===== src/rtl/adc_cap_pkg.sv =====
package adc_cap_pkg;
  localparam int ACQ_PULSES = 2;
  localparam int WORD_BITS  = 14;
  localparam int CODE_BITS  = 13;

  // a programmed zero is taken as one cycle
  function automatic logic [15:0] at_least_one(input logic [15:0] v);
    return (v == '0) ? 16'd1 : v;
  endfunction
endpackage


===== src/rtl/adc_period_gen.sv =====
module adc_period_gen #(
  parameter int TW = 16
) (
  input  logic          clk,
  input  logic          rst_n,
  input  logic [TW-1:0] period,
  output logic          tick
);
  import adc_cap_pkg::*;

  logic [TW-1:0] pcnt;
  logic [TW-1:0] span;

  assign span = TW'(at_least_one(16'(period)));
  assign tick = (pcnt >= span - TW'(1));

  always_ff @(posedge clk or negedge rst_n) begin
    if (!rst_n)    pcnt <= '0;
    else if (tick) pcnt <= '0;
    else           pcnt <= pcnt + TW'(1);
  end

  // after a strobe the counter restarts from zero
  assert_restart_R8: assert property (@(posedge clk) disable iff (!rst_n)
    tick |=> (pcnt == '0));
endmodule


===== src/rtl/adc_sequencer.sv =====
module adc_sequencer #(
  parameter int TW         = 16,
  parameter int ACQ_PULSES = 2,
  parameter int WORD_BITS  = 14
) (
  input  logic          clk,
  input  logic          rst_n,
  input  logic [TW-1:0] acq_half,
  input  logic [TW-1:0] clk_half,
  input  logic          start,
  output logic          cs_n,
  output logic          sclk,
  output logic          bit_take,
  output logic          done
);
  import adc_cap_pkg::*;

  localparam int HALVES   = 2 * (ACQ_PULSES + WORD_BITS);
  localparam int ACQ_HALF = 2 * ACQ_PULSES;
  localparam int HW       = $clog2(HALVES + 1);

  logic          busy;
  logic [HW-1:0] hcnt;
  logic [TW-1:0] tcnt;
  logic [TW-1:0] limit;
  logic          in_acq;
  logic          half_end;
  logic          last_half;

  assign in_acq    = (hcnt < HW'(ACQ_HALF));
  assign limit     = in_acq ? TW'(at_least_one(16'(acq_half)))
                            : TW'(at_least_one(16'(clk_half)));
  assign half_end  = busy && (tcnt >= limit - TW'(1));
  assign last_half = (hcnt == HW'(HALVES - 1));
  assign bit_take  = half_end && !in_acq && !hcnt[0];
  assign done      = half_end && last_half;

  always_ff @(posedge clk or negedge rst_n) begin
    if (!rst_n) begin
      busy <= 1'b0;
      cs_n <= 1'b1;
      sclk <= 1'b0;
      hcnt <= '0;
      tcnt <= '0;
    end else if (!busy) begin
      if (start) begin
        busy <= 1'b1;
        cs_n <= 1'b0;
        sclk <= 1'b0;
        hcnt <= '0;
        tcnt <= '0;
      end
    end else if (half_end) begin
      tcnt <= '0;
      if (last_half) begin
        busy <= 1'b0;
        cs_n <= 1'b1;
        sclk <= 1'b0;
        hcnt <= '0;
      end else begin
        hcnt <= hcnt + HW'(1);
        sclk <= ~hcnt[0];
      end
    end else begin
      tcnt <= tcnt + TW'(1);
    end
  end

  // an idle sequencer leaves the pins parked
  assert_idle_pins_R1: assert property (@(posedge clk) disable iff (!rst_n)
    !busy |-> (cs_n && !sclk));
  // select falls only in response to a strobe
  assert_start_cause_R2: assert property (@(posedge clk) disable iff (!rst_n)
    $fell(cs_n) |-> $past(start));
  // the clock never runs with select high
  assert_sclk_in_frame_R4: assert property (@(posedge clk) disable iff (!rst_n)
    sclk |-> !cs_n);
  // data is taken only while the clock is low
  assert_take_low_R5: assert property (@(posedge clk) disable iff (!rst_n)
    bit_take |-> (!sclk && !cs_n));
  // a strobe during a conversion does not restart it
  assert_drop_busy_R9: assert property (@(posedge clk) disable iff (!rst_n)
    (start && busy && !done) |=> !cs_n && (hcnt != '0 || tcnt != '0));
  // the half-phase timer stays below its effective limit
  assert_timer_bound_R10: assert property (@(posedge clk) disable iff (!rst_n)
    busy |-> (tcnt < limit));
endmodule


===== src/rtl/adc_shift_fmt.sv =====
module adc_shift_fmt #(
  parameter int WORD_BITS = 14,
  parameter int CODE_BITS = 13,
  parameter int OUT_W     = 16
) (
  input  logic                    clk,
  input  logic                    rst_n,
  input  logic                    din,
  input  logic                    bit_take,
  input  logic                    done,
  output logic signed [OUT_W-1:0] sample,
  output logic                    sample_valid
);
  logic [WORD_BITS-1:0] shreg;

  function automatic logic signed [OUT_W-1:0] widen(input logic [CODE_BITS-1:0] c);
    return {{(OUT_W - CODE_BITS){c[CODE_BITS-1]}}, c};
  endfunction

  always_ff @(posedge clk or negedge rst_n) begin
    if (!rst_n) begin
      shreg        <= '0;
      sample       <= '0;
      sample_valid <= 1'b0;
    end else begin
      if (bit_take) shreg <= {shreg[WORD_BITS-2:0], din};
      sample_valid <= done;
      if (done) sample <= widen(shreg[CODE_BITS-1:0]);
    end
  end

  // the valid strobe lasts a single cycle
  assert_valid_pulse_R7: assert property (@(posedge clk) disable iff (!rst_n)
    sample_valid |=> !sample_valid);
  // all bits above the code equal its sign bit
  assert_sign_ext_R6: assert property (@(posedge clk) disable iff (!rst_n)
    sample_valid |-> (sample[OUT_W-1:CODE_BITS-1] == '0 || (&sample[OUT_W-1:CODE_BITS-1])));
endmodule


===== src/rtl/adc_capture.sv =====
module adc_capture #(
  parameter int TW    = 16,
  parameter int OUT_W = 16
) (
  input  logic                    clk,
  input  logic                    rst_n,
  input  logic [TW-1:0]           acq_half,
  input  logic [TW-1:0]           clk_half,
  input  logic [TW-1:0]           period,
  input  logic                    adc_dout,
  output logic                    adc_cs_n,
  output logic                    adc_sclk,
  output logic signed [OUT_W-1:0] sample,
  output logic                    sample_valid
);
  import adc_cap_pkg::*;

  logic start_tick;
  logic bit_take;
  logic frame_done;

  adc_period_gen #(.TW(TW)) u_period (
    .clk(clk), .rst_n(rst_n), .period(period), .tick(start_tick)
  );

  adc_sequencer #(.TW(TW), .ACQ_PULSES(ACQ_PULSES), .WORD_BITS(WORD_BITS)) u_seq (
    .clk(clk), .rst_n(rst_n), .acq_half(acq_half), .clk_half(clk_half),
    .start(start_tick), .cs_n(adc_cs_n), .sclk(adc_sclk),
    .bit_take(bit_take), .done(frame_done)
  );

  adc_shift_fmt #(.WORD_BITS(WORD_BITS), .CODE_BITS(CODE_BITS), .OUT_W(OUT_W)) u_fmt (
    .clk(clk), .rst_n(rst_n), .din(adc_dout), .bit_take(bit_take),
    .done(frame_done), .sample(sample), .sample_valid(sample_valid)
  );

  // a result appears exactly when select is released
  assert_valid_at_release_R7: assert property (@(posedge clk) disable iff (!rst_n)
    sample_valid |-> (adc_cs_n && !adc_sclk && !$past(adc_cs_n)));
endmodule


===== config.mk =====
export PLATFORM = sky130hd
export DESIGN_NAME = adc_capture
export DESIGN_NICKNAME = d
export VERILOG_FILES = /design/src/rtl/adc_cap_pkg.sv /design/src/rtl/adc_period_gen.sv /design/src/rtl/adc_sequencer.sv /design/src/rtl/adc_shift_fmt.sv /design/src/rtl/adc_capture.sv
export SDC_FILE = /design/constraint.sdc
export NUM_CORES = 1
export LEC_CHECK = 0
export BUFFER_PORTS_ARGS = -buffer_cell sky130_fd_sc_hd__buf_2
export CAP_MARGIN = 20
export CELL_PAD_IN_SITES_DETAIL_PLACEMENT = 0
export CELL_PAD_IN_SITES_GLOBAL_PLACEMENT = 1
export CORE_ASPECT_RATIO = 2
export CORE_MARGIN = 1
export CORE_UTILIZATION = 30
export CTS_BUF_LIST = sky130_fd_sc_hd__clkbuf_8
export CTS_CLUSTER_DIAMETER = 30
export DETAILED_ROUTE_END_ITERATION = 7
export MAX_ROUTING_LAYER = met4
export PLACE_DENSITY = 0.63
export SKIP_CTS_REPAIR_TIMING = 1
export SYNTH_ARGS = -nofsm -noshare
export SYNTH_HDL_FRONTEND = slang
export SYNTH_HIERARCHICAL = 1
export SYNTH_SLANG_ARGS = --single-unit

===== constraint.sdc =====
create_clock -name clk -period 4.35 [get_ports clk]
set_clock_uncertainty 0.05 [all_clocks]
set_input_delay 0.435 -clock clk [delete_from_list [all_inputs] [get_ports clk]]
set_output_delay 0.435 -clock clk [all_outputs]
set_load 0.01 [all_outputs]

[After elaboration in Yosys (flattened, before gate mapping)]
Index checks and enable logic that the tools add are counted.
Word-level totals
  input bits: 51
  bits in registers: 68
  word-level logic and storage cells: 56
  output and inout bits: 19
Operators by class
  eq/ne operators: 3
  reduce and logical (&&, ||, !) cells: 12
  bitwise logic cells: 1
  add/sub/neg operators: 5
  $lt $le $gt $ge: 3
  multiplexer cells: 23
Operator list (number)
  $mux W16: 8
  $logic_not A16 Y1: 3
  $add A16 B1 Y16 const B: 2
  $ge A16 B16 Y1: 2
  $sub A16 B1 Y16 const B: 2
  $mux W6: 4
  $mux W1: 11
  $add A6 B1 Y6 const B: 1
  $eq A6 B5 Y1 const B: 1
  $lt A6 B3 Y1 const B: 1
  $logic_and A1 B1 Y1: 4
  $ne A2 B2 Y1 const B: 2
  $reduce_and A3 Y1: 1
  $logic_not A1 Y1: 2
  $reduce_and A2 Y1: 1
  $reduce_bool A2 Y1: 1
  $not A1 Y1: 1

[Longest topological paths before layout]
Gate-level depths: netlist (run 1).
  depth after elaboration: 8
  gate-level depth with buffers: 19

[Modules after synthesis]
Netlist (run 1), hierarchy kept.
Modules (own cells, without submodules)
  adc_sequencer: cells an instance 270, times used 1, seq. area each 601.8 um^2, area an instance 2257.2 um^2
  adc_period_gen: cells an instance 149, times used 1, seq. area each 400.4 um^2, area an instance 1358.8 um^2
  adc_shift_fmt: cells an instance 58, times used 1, seq. area each 675.6 um^2, area an instance 1088.5 um^2

[Worst setup path before layout (run 1)]
Ideal clock, no wire load.
  path kind: flip-flop to flip-flop
  start: reg u_seq.hcnt[3]
  end: reg u_fmt.shreg[10]
  library setup time: 125 ps
  clock period less this slack: 4349 ps
  buffers on the path: 3
  setup slack: 1 ps
  data arrival time: 4174 ps
  cell stages (with the launch flop): 19
  path through: dfrtp_1 > or4_4 > buf_6 > buf_1 > mux2i_1 > ha_1 > nand2_2 > or4_1 > xnor2_1 > a21oi_1 > ha_1 > nand2_1 > o21ai_0 > nand2_1 > nand3_1 > nand2_1 > nor3_1 > buf_6 > mux2_4
On the way
  word-level cells in the longest chain between the ends: 7
RTL lines
  start, declared: line adc_sequencer.sv:23  | logic [HW-1:0] hcnt;
  start signal, assigned: line adc_sequencer.sv:61  | hcnt <= hcnt + HW'(1);
  $lt A6 B3 Y1 (*): line adc_sequencer.sv:30  | assign in_acq = (hcnt < HW'(ACQ_HALF));
  $mux W16: line adc_sequencer.sv:31  | assign limit = in_acq ? TW'(at_least_one(16'(acq_half)))
  $sub A16 B1 Y16: line adc_sequencer.sv:33  | assign half_end = busy && (tcnt >= limit - TW'(1));
  $ge A16 B16 Y1: line adc_sequencer.sv:33
  $logic_and A1 B1 Y1: line adc_sequencer.sv:33
  $logic_and A1 B1 Y1 (*) (2 in a row): line adc_sequencer.sv:35  | assign bit_take = half_end && !in_acq && !hcnt[0];
  net bit_take: line adc_capture.sv:19  | logic bit_take;
  end signal, assigned: line adc_shift_fmt.sv:26  | if (bit_take) shreg <= {shreg[WORD_BITS-2:0], din};
  end, declared: line adc_shift_fmt.sv:14  | logic [WORD_BITS-1:0] shreg;
The timed path passes the listed nets; every way through them passes the cells marked *.
A chain may end at the register's enable or synchronous reset.

[Worst setup path in the final report (run 1)]
  start: reg u_seq.hcnt[3]
  end: reg u_fmt.shreg[12]
The elaborated chain is that of the path after synthesis.

==> flow_metrics.py, run 1 <==
metrics = {
    "synthesis": {
        "synth_enable_flop_cells": 0,
        "syn-mean-instance-area_sq_um": 9.86,
        "synthesis.instances": 477,
        "synth.largest_area_cell": "sky130_fd_sc_hd__dfrtp_1",
        "synth_common_cells": "sky130_fd_sc_hd__dfrtp_1, sky130_fd_sc_hd__nor2_1, sky130_fd_sc_hd__nand2_1",
        "synth_area_leaders": "sky130_fd_sc_hd__dfrtp_1, sky130_fd_sc_hd__ha_1, sky130_fd_sc_hd__mux2_4",
        "seq_total_area_yosys_pct": 35.7,
        "synth.most_common_cell": "sky130_fd_sc_hd__dfrtp_1",
        "synth_top_area_share_pct": 35.1,
        "synth.ff_latch_count": 67,
        "synth-main-ff-cell": "sky130_fd_sc_hd__dfrtp_1",
        "area_of_the_mapped_netlist_sq_mm": 0.00470,
        "syn-num-nets": 565,
        "synth.yosys.warnings": 6,
        "postSynth.asyncResetShare_pct": 100,
        "yosys.cell_types.count": 61,
    },
    "power_and_ir_drop": {
        "net-switching-power_uw": 516,
        "pwr_density_cell_mw_per_mm2": 286,
        "p_int_uw": 1110,
        "combPwrFrac_pct": 22.2,
        "power_switching_share_pct": 31.8,
        "power.share.sequential_pct": 46.3,
        "leakage_power_uw": 0.00268,
        "share_clk_of_total_power_pct": 31.6,
        "ir_drop_uv": 173,
    },
    "sta": {
        "slew_at_the_pin_with_the_worst_max_slew_slack_ps": 617,
        "relSlewSlack_pct": 58.9,
        "setup_violations": 0,
        "timing.final.crit_share_pct": 94.8,
        "fmax_ghz": 0.242,
        "min_period_ps": 4130,
        "hold_viol_final": 0,
        "finalHoldWorstSlack_ps": 44.7,
        "timing_max_transition_violations_final": 0,
    },
    "floorplanning": {
        "die_height_microns": 179,
        "rows": 64,
        "placeable_core_region_sq_mm": 0.0153,
        "design.portCount": 70,
        "fp.dieW_microns": 90.6,
        "initial_core_util_pct": 30.8,
        "die-area_sq_mm": 0.0162,
    },
    "critical_path": {
        "worst_path_arrival_ps": 4300,
        "worst_ep_required_time_ps": 4530,
        "critical_path.endpoint_type": "flip-flop",
        "crit_type": "reg -> reg",
        "timing.critical_path.from_type": "flip-flop",
        "worstPathMaxFanout": 13,
    },
    "global_route": {
        "global_route_wire_length_before_repair_microns": 20100,
        "grt_overflow": 0,
        "grt_start_max_net_pins": 42,
        "gr-usage-all-layers_pct": 16.3,
        "first_global_vias": 4072,
        "antenna_found_initial": 0,
    },
    "clocking": {
        "clock_path_buffers": 2,
        "clock-sinks": 67,
        "clkTransAtPathRegs_ps": 80,
        "root_buffer_master": "sky130_fd_sc_hd__clkbuf_8",
        "clock_tree.htree_level_count": 3,
        "cts_tree": "done",
        "cts_made_buffers": 9,
        "clkLatencyLatePin_ps": 350,
    },
    "route": {
        "drt_wl_total_microns": 12500,
        "dr.first_iter.drc_count": 119,
        "route.antenna.remaining_nets": 0,
        "routed_wire_length_per_instance_microns": 16.3,
        "drt_pass1_iterations": 4,
        "post_dr_vias_cell": 5.21,
        "drcViolationCount": 0,
        "num_vias": 3999,
    },
    "finish": {
        "number_of_diodes": 0,
        "layout-drive-gt1-share_pct": 28.9,
        "filler_cell_count": 1566,
        "final_core_occ_pct": 37.1,
        "finish.net_count": 654,
        "design_area_sq_mm": 0.00567,
        "syn2layout_area_growth_pct": 20.6,
    },
    "hold_path": {
        "type_of_the_tightest_min_delay_check": "in -> async",
    },
    "flow_run": {
        "max_cap_violations": 0,
    },
    "place": {
        "port-buffer-count": 69,
        "hpwlAfterDp_microns": 9820,
        "dpl-instance-area_sq_mm": 0.00542,
        "globalplace.congestion": 0.838,
    },
    "outcome": {
        "outcome": "finished, final reports clean",
    },
}
-- cell families (layout without fill, tap and decap cells) --
family	count (synthesis)	in the layout	synth area share (%)
xor+xnor	46	46	8.56
compound gates	74	74	11.1
simple gates	188	188	20.8
mux	41	41	11.3
buf+inv	24	117	2.69
flops	67	67	35.7
fa+ha+maj	37	37	9.84
-- metrics by stage --
stage	setup WS, ps	std cells	TNS (ps)	power (uW)
after floorplan	1.29	477	0	960
after global placement	-15.5	751	-38.5	1100
after detailed placement	-50.2	751	-338	1120
after CTS	-44.9	766	-216	1650
after global routing	-28.1	768	-93.2	1730
final	225	768	0	1620
-- critical path: stages, from the launching register on --
cell and delay, ps:
sky130_fd_sc_hd__dfrtp_1 380, sky130_fd_sc_hd__or4_4 590, sky130_fd_sc_hd__nor2_2 110, sky130_fd_sc_hd__a2bb2oi_2 60, sky130_fd_sc_hd__inv_1 80, sky130_fd_sc_hd__ha_2 210
sky130_fd_sc_hd__nand2_2 100, sky130_fd_sc_hd__or4_1 430, sky130_fd_sc_hd__xnor2_1 180, sky130_fd_sc_hd__a21oi_1 100, sky130_fd_sc_hd__ha_1 280, sky130_fd_sc_hd__nand2_1 90
sky130_fd_sc_hd__o21ai_2 190, sky130_fd_sc_hd__nand2_1 120, sky130_fd_sc_hd__nand3_2 130, sky130_fd_sc_hd__nand2_2 110, sky130_fd_sc_hd__nor3_4 250, sky130_fd_sc_hd__buf_12 190
sky130_fd_sc_hd__mux2_2 340
-- flip-flops by register name (all words and copies together), names as in the netlist --
register and cells:
u_fmt/sample 13, u_seq/busy 1, u_fmt/shreg 13, u_period/pcnt 16, u_seq/cs_n 1, u_seq/hcnt 6, u_fmt/sample_valid 1, u_seq/tcnt 16
-- final timing paths --
path	slack, ps	cells after the start	to	from
max in group asynchronous	3210	2	u_seq/hcnt[3]	rst_n
setup reg to reg	220	18	u_fmt/shreg[12]	u_seq/hcnt[3]
min in group clk	270	2	u_fmt/shreg[0]	adc_dout
hold / removal	40	1	u_fmt/sample[6]	rst_n
setup / recovery	220	18	u_fmt/shreg[12]	u_seq/hcnt[3]
hold reg to reg	450	1	u_seq/cs_n	u_seq/cs_n
-- layout make-up --
cell class	instances	area, sq um	share of cell area [%]
inverter	9	33.8	0.596
clock inverter	6	66.3	1.17
multi-input combinational	386	2960	52.2
tap	198	248	4.37
sequential	67	1680	29.6
timing repair buffer	93	563	9.93
clock buffer	9	124	2.18
-- power by group through the flow --
stage | clock network [uW] | logic, uW | registers (uW)
6_report | 512 | 360 | 750
5_1_grt | 560 | 405 | 762
4_1_cts | 537 | 360 | 750
3_5_place_dp | 0 | 358 | 762
3_3_place_gp | 0 | 344 | 760
2_1_floorplan | 0 | 218 | 742
-- placed cells by master, fill, tap and decap left out, drive strengths merged, types with 4 or more instances in the layout --
| cell | synthesis | layout |
|---|---|---|
| mux2i | 13 | 13 |
| o211ai | 4 | 4 |
| and4 | 5 | 5 |
| and3 | 11 | 11 |
| or3 | 8 | 8 |
| o21a | 5 | 5 |
| nand2 | 40 | 40 |
| inv | 9 | 10 |
| ha | 37 | 37 |
| nor3 | 22 | 22 |
| xor2 | 24 | 24 |
| nand4 | 6 | 6 |
| nor2 | 43 | 43 |
| a31oi | 4 | 4 |
| o21ai | 15 | 15 |
| or4 | 5 | 5 |
| nor4 | 14 | 14 |
| a21oi | 17 | 17 |
| nand3 | 20 | 20 |
| buf | 9 | 93 |
| mux2 | 28 | 28 |
| xnor2 | 22 | 22 |
| clkbuf | 6 | 9 |
| a21o | 6 | 6 |
| dfrtp | 66 | 66 |
-- metal layers --
metal | vias to the layer above | wire length [microns] | share of wire, % | GRT usage [%]
li1 | 1935 | - | - | -
met1 | 1951 | 4800 | 38 | 16.6
met2 | 92 | 6980 | 56 | 29.9
met3 | 21 | 383 | 3.1 | 2.25
met4 | 0 | 365 | 2.9 | 8.40
met5 | - | 0 | 0 | -
No activity file was read; power rests on OpenSTA's default activity.
==> inputs of run 2 (changes only) <==
ABC_AREA = 1   (was unset)
PLACE_DENSITY = 0.66   (was 0.63)
==> run 2 against run 1 <==
Effect of this change: clock power increased by 15%; combinational power grew 17%; via count is 20% higher; synthesized cell count rose by 58%; routed wire length is 15% higher; worst hold slack better by 130 ps; utilization shrank 1.6 points; worst setup slack better by 250 ps; critical endpoint is now u_fmt/shreg[8].
==> flow_metrics.py, run 2 <==
metrics = {
    "outcome": {
        "outcome": "finished, final reports clean",
    },
    "sta": {
        "finalHoldWorstSlack_ps": 170,
        "slew_at_the_pin_with_the_worst_max_slew_slack_ps": 967,
        "tns_ps": 0,
        "min_period_ps": 3880,
        "setup_violations": 0,
        "timing.final.crit_share_pct": 89.2,
        "fmax_ghz": 0.258,
        "timing_max_transition_violations_final": 0,
        "hold_viol_final": 0,
        "grt_setup_unrepaired": "false",
        "relSlewSlack_pct": 35.5,
    },
    "power_and_ir_drop": {
        "leakage_power_uw": 0.00324,
        "power_switching_share_pct": 33.9,
        "p_int_uw": 1170,
        "share_clk_of_total_power_pct": 33.4,
        "pwr_density_cell_mw_per_mm2": 290,
        "combPwrFrac_pct": 23.8,
        "totalPowerFinal_uw": 1770,
        "power.share.sequential_pct": 42.8,
        "net-switching-power_uw": 600,
        "ir_drop_uv": 109,
    },
    "finish": {
        "layout-drive-gt1-share_pct": 19.6,
        "reg.largest.list": "u_period/pcnt: 16 flops, u_seq/tcnt: 16 flops",
        "finish.net_count": 921,
        "filler_cell_count": 1919,
        "syn2layout_area_growth_pct": 15.6,
        "number_of_diodes": 0,
        "mostFrequentLayoutCell": "sky130_fd_sc_hd__nand2_1",
        "mostFrequentLayoutCells": "sky130_fd_sc_hd__nand2_1, sky130_fd_sc_hd__nor2_1, sky130_fd_sc_hd__inv_1, sky130_fd_sc_hd__buf_2, sky130_fd_sc_hd__dfrtp_1",
    },
    "synthesis": {
        "postSynth.asyncResetShare_pct": 100,
        "yosys.cell_types.count": 35,
        "synth_compound_gate_area_share_pct": 3.96,
        "post_synth_mux_area_share_pct": 0,
        "yosys.area_share.adder_pct": 8.78,
        "synth_simple_gate_area_share_pct": 41.1,
        "synth.yosys.warnings": 6,
        "syn-mean-instance-area_sq_um": 6.98,
        "synth.most_common_cell": "sky130_fd_sc_hd__nand2_1",
        "synth_area_leaders": "sky130_fd_sc_hd__dfrtp_1, sky130_fd_sc_hd__nand2_1, sky130_fd_sc_hd__ha_1",
        "synth_top_area_share_pct": 31.3,
        "synth_top_family_by_area": "simple AND/OR/NAND/NOR gates",
        "synth_common_cells": "sky130_fd_sc_hd__nand2_1, sky130_fd_sc_hd__nor2_1, sky130_fd_sc_hd__inv_1",
        "synth.ff_latch_count": 67,
        "area_of_the_mapped_netlist_sq_mm": 0.00527,
        "syn-num-nets": 844,
        "synth_xor_xnor_area_share_pct": 6.48,
        "synthesis.instances": 756,
        "synth.largest_area_cell": "sky130_fd_sc_hd__dfrtp_1",
        "seq_total_area_yosys_pct": 31.8,
        "synth-main-ff-cell": "sky130_fd_sc_hd__dfrtp_1",
        "synth_enable_flop_cells": 0,
    },
    "route": {
        "drt_wl_total_microns": 14400,
        "num_vias": 4808,
        "route.antenna.remaining_nets": 0,
        "drcViolationCount": 0,
        "post_dr_vias_cell": 4.59,
        "routed_wire_length_per_instance_microns": 13.8,
        "drt_pass1_iterations": 4,
        "dr.first_iter.drc_count": 122,
    },
    "critical_path": {
        "critical-path-top-cell-by-count": "sky130_fd_sc_hd__nand2_1",
        "worstPathMaxFanout": 19,
        "crit_type": "reg -> reg",
        "timing.critical_path.from_type": "flip-flop",
        "slowest_delay_ps": 430,
        "critical_path_cell_with_the_highest_stage_delay": "sky130_fd_sc_hd__dfrtp_1",
        "cp_cell_sequence": "nor2_4, nand2_4, nor2_2, nand2_2, nand2_2, ha_1, inv_1, nor2_2, nand3_2, nor2_2, nand2_1, nand2_1, nand2_1, ha_1, nand4_1, a21oi_1, nor2_1, nand2_1, nand2_1, nor3_2, buf_12, inv_2, nand2_1, nand2_1",
        "worst_ep_required_time_ps": 4550,
        "critical_path.endpoint_type": "flip-flop",
        "worst_path_arrival_ps": 4080,
    },
    "global_route": {
        "global_route_wire_length_before_repair_microns": 23400,
        "antenna_found_initial": 0,
        "gr-usage-all-layers_pct": 17.8,
        "first_global_vias": 4875,
        "grt_start_max_net_pins": 44,
        "grt_overflow": 0,
    },
    "clocking": {
        "clkTransAtPathRegs_ps": 90,
        "cts_made_buffers": 9,
        "clock_path_buffers": 2,
        "cts_tree": "done",
        "clock_tree.htree_level_count": 3,
        "clkLatencyLatePin_ps": 370,
        "clock-sinks": 67,
        "root_buffer_master": "sky130_fd_sc_hd__clkbuf_8",
    },
    "place": {
        "globalplace.congestion": 0.833,
        "port-buffer-count": 69,
        "hpwlAfterDp_microns": 12000,
    },
    "floorplanning": {
        "die_height_microns": 190,
        "initial_core_util_pct": 30.7,
        "die-area_sq_mm": 0.0181,
        "placeable_core_region_sq_mm": 0.0172,
        "rows": 68,
        "fp.dieW_microns": 95.8,
        "design.portCount": 70,
    },
    "hold_path": {
        "type_of_the_tightest_min_delay_check": "in -> async",
    },
    "flow_run": {
        "max_cap_violations": 0,
    },
}
## run 2: final timing paths
path,end,cells after the start,startpoint,slack [ps]
setup / recovery,u_fmt/shreg[8],24,u_seq/hcnt[5],470
hold / removal,u_fmt/shreg[5],1,rst_n,170
setup reg to reg,u_fmt/shreg[8],24,u_seq/hcnt[5],470
hold reg to reg,u_fmt/sample[8],2,u_fmt/sample[8],420
max in group asynchronous,u_seq/tcnt[0],2,rst_n,3300
min in group clk,u_fmt/shreg[0],3,adc_dout,250
## run 2: final cells by class
class / count / area (sq um) / area share, %
clock buffers: 9 / 124 / 2.03
clock inverters: 7 / 98.8 / 1.62
inverters: 84 / 315 / 5.17
multi-input cells: 592 / 3190 / 52.3
flip-flops and latches: 67 / 1680 / 27.5
well taps: 210 / 263 / 4.31
repair buffers: 79 / 433 / 7.10
## run 2: power by group through the flow
stage          clock, uW  sequential (uW)  combinational [uW]
2_1_floorplan          0              744                 305
3_3_place_gp           0              771                 429
3_5_place_dp           0              771                 429
4_1_cts              616              760                 430
5_1_grt              637              770                 498
6_report             591              757                 422
## run 2: per-layer routing
layer  routed length (microns)  track usage [%]
met3                       317             2.25
met2                      8380             34.5
met5                         0                -
met1                      5060             15.8
met4                       680             9.41
## run 2: kinds of logic after synthesis
logic type / count (synthesis)
DFF: 67
and+or+nand+nor: 480
adders and majority gates: 37
AOI/OAI and AO/OA: 36
buffers and inverters: 97
xor gates and xnor gates: 39
## run 2: worst max-delay path: cells and delay by family (launching register included)
kind | cells | cell delay, ps
flip-flops | 1 | 430
AND/OR/NAND/NOR | 18 | 2340
buffers and inverters | 3 | 320
AO/OA/AOI/OAI | 1 | 140
adder cells (fa/ha/maj) | 2 | 480
## run 2: per-stage QoR
step | area, sq um | std cells | setup WS [ps] | util [%]
finish | 6100 | 1048 | 471 | 35.5
global route | 6100 | 1048 | 64.2 | 35.5
CTS | 6090 | 1048 | 290 | 35.5
detailed placement | 5870 | 1032 | 283 | 34.2
global placement | 5870 | 1032 | 388 | 34.2
floorplan | 5270 | 756 | 793 | -
==> inputs of run 3 (changes only) <==
CAP_MARGIN = unset   (was 20)
REMOVE_ABC_BUFFERS = 1   (was unset)
==> run 3 against run 2 <==
Effect of this change: register-to-register slack lost 30 ps; via count rose by 0.52%; sequential cell count is the same; sequential share of layout area grew 0.10 points; global-route usage grew 0.23 points; count of clock-buffer cells in the layout increased by 1; non-clock buffer count is 3 higher; highest routed layer unchanged.
==> flow_metrics.py, run 3 (synthesis results as in run 2) <==
metrics = {
    "floorplanning": {
        "design.portCount": 70,
        "die_height_microns": 190,
        "placeable_core_region_sq_mm": 0.0172,
        "rows": 68,
        "fp.dieW_microns": 95.8,
        "die-area_sq_mm": 0.0181,
        "initial_core_util_pct": 30.7,
    },
    "clocking": {
        "clock-sinks": 67,
        "clock_tree.htree_level_count": 3,
        "clkLatencyLatePin_ps": 360,
        "clock_path_buffers": 2,
        "clkTransAtPathRegs_ps": 80,
        "root_buffer_master": "sky130_fd_sc_hd__clkbuf_8",
        "cts_made_buffers": 9,
        "cts_tree": "done",
    },
    "critical_path": {
        "reg2reg_to": "u_fmt/shreg[5]",
        "critical-path-top-cell-by-count": "sky130_fd_sc_hd__nand2_1",
        "timing.critical_path.from_type": "flip-flop",
        "critical_path.endpoint_type": "flip-flop",
        "crit_type": "reg -> reg",
        "r2r-start": "u_seq/hcnt[2]",
        "regToRegSetupSlack_ps": 440,
        "worst_path_arrival_ps": 4110,
        "cpLargestDelayFamily": "simple AND/OR/NAND/NOR gates",
        "critical_path_cell_with_the_highest_stage_delay": "sky130_fd_sc_hd__dfrtp_1",
        "worstPathBufferInverterCount": 4,
        "crit_start": "u_seq/hcnt[2]",
        "worstPathMaxFanout": 19,
        "reg2regPathDepth": 25,
        "slowest_delay_ps": 460,
        "setup.worst_path.end": "u_fmt/shreg[5]",
        "worst_ep_required_time_ps": 4550,
        "worstSetupPathDepth": 25,
    },
    "hold_path": {
        "type_of_the_tightest_min_delay_check": "in -> async",
    },
    "finish": {
        "filler_cell_count": 1947,
        "mostFrequentLayoutCells": "sky130_fd_sc_hd__nand2_1, sky130_fd_sc_hd__nor2_1, sky130_fd_sc_hd__inv_1, sky130_fd_sc_hd__buf_2, sky130_fd_sc_hd__dfrtp_1",
        "reg.largest.list": "u_period/pcnt: 16 flops, u_seq/tcnt: 16 flops",
        "syn2layout_area_growth_pct": 15.2,
        "number_of_diodes": 0,
        "finish.net_count": 924,
        "layout-drive-gt1-share_pct": 19.9,
        "mostFrequentLayoutCell": "sky130_fd_sc_hd__nand2_1",
    },
    "global_route": {
        "global_route_wire_length_before_repair_microns": 23800,
        "antenna_found_initial": 0,
        "gr-usage-all-layers_pct": 18.0,
        "grt_overflow": 0,
        "first_global_vias": 4919,
        "grt_start_max_net_pins": 40,
    },
    "sta": {
        "setup_violations": 0,
        "tns_ps": 0,
        "timing.final.crit_share_pct": 89.9,
        "timing_max_transition_violations_final": 0,
        "grt_setup_unrepaired": "false",
        "min_period_ps": 3910,
        "hold_viol_final": 0,
        "relSlewSlack_pct": 38.8,
        "fmax_ghz": 0.256,
        "slew_at_the_pin_with_the_worst_max_slew_slack_ps": 918,
    },
    "power_and_ir_drop": {
        "ir_drop_uv": 107,
        "pwr_density_cell_mw_per_mm2": 274,
        "totalPowerFinal_uw": 1660,
        "leakage_power_uw": 0.00323,
    },
    "place": {
        "hpwlAfterDp_microns": 12100,
        "globalplace.congestion": 0.843,
        "port-buffer-count": 69,
    },
    "route": {
        "dr.first_iter.drc_count": 159,
        "routed_wire_length_per_instance_microns": 14.0,
        "num_vias": 4833,
        "route.antenna.remaining_nets": 0,
        "post_dr_vias_cell": 4.60,
        "drt_pass1_iterations": 6,
        "drcViolationCount": 0,
        "drt_wl_total_microns": 14700,
    },
    "flow_run": {
        "max_cap_violations": 0,
    },
    "outcome": {
        "outcome": "finished, final reports clean",
    },
}
-- run 3: stage by stage --
step	util [%]	setup slack (ps)	hold slack [ps]	std cells	cell area, sq um
6_report	35.4	440	157	1051	6080
5_1_grt	35.4	24.1	240	1051	6080
4_1_cts	35.1	222	175	1046	6030
3_5_place_dp	34.1	253	408	1030	5860
3_3_place_gp	34.1	352	402	1030	5860
2_1_floorplan	-	341	89.4	743	5170
-- run 3: how the worst min path moves through the flow --
stage / start / endpoint / cells past startpoint
final: rst_n / u_fmt/sample[3] / 1
after global routing: rst_n / u_fmt/sample[2] / 1
after CTS: rst_n / u_fmt/sample[3] / 1
after detailed placement: u_fmt/sample[2] / u_fmt/sample[2] / 2
after global placement: u_fmt/sample[10] / u_fmt/sample[10] / 2
after floorplan: rst_n / u_fmt/sample[0] / 0
-- run 3: report_power, final --
group	switching, uW	total, uW	internal, uW
Combinational	256	421	165
Clock	262	484	222
Sequential	81.3	758	677
Total	599	1660	1060
-- run 3: cell type report --
cell class | count | area (sq um) | share of cell area, %
multi-input combinational | 592 | 3190 | 52.5
clock buffer | 10 | 138 | 2.27
inverter | 84 | 315 | 5.19
sequential | 67 | 1680 | 27.6
tap | 210 | 263 | 4.32
timing repair buffer | 82 | 455 | 7.50
clock inverter | 6 | 40.0 | 0.659
-- run 3: routing by layer --
layer,vias to the layer above,global-route usage [%],wire length [microns]
met1,2198,16.0,5080
met2,93,36.3,8860
met5,-,-,0
li1,2523,-,-
met4,0,8.15,477
met3,19,1.37,283
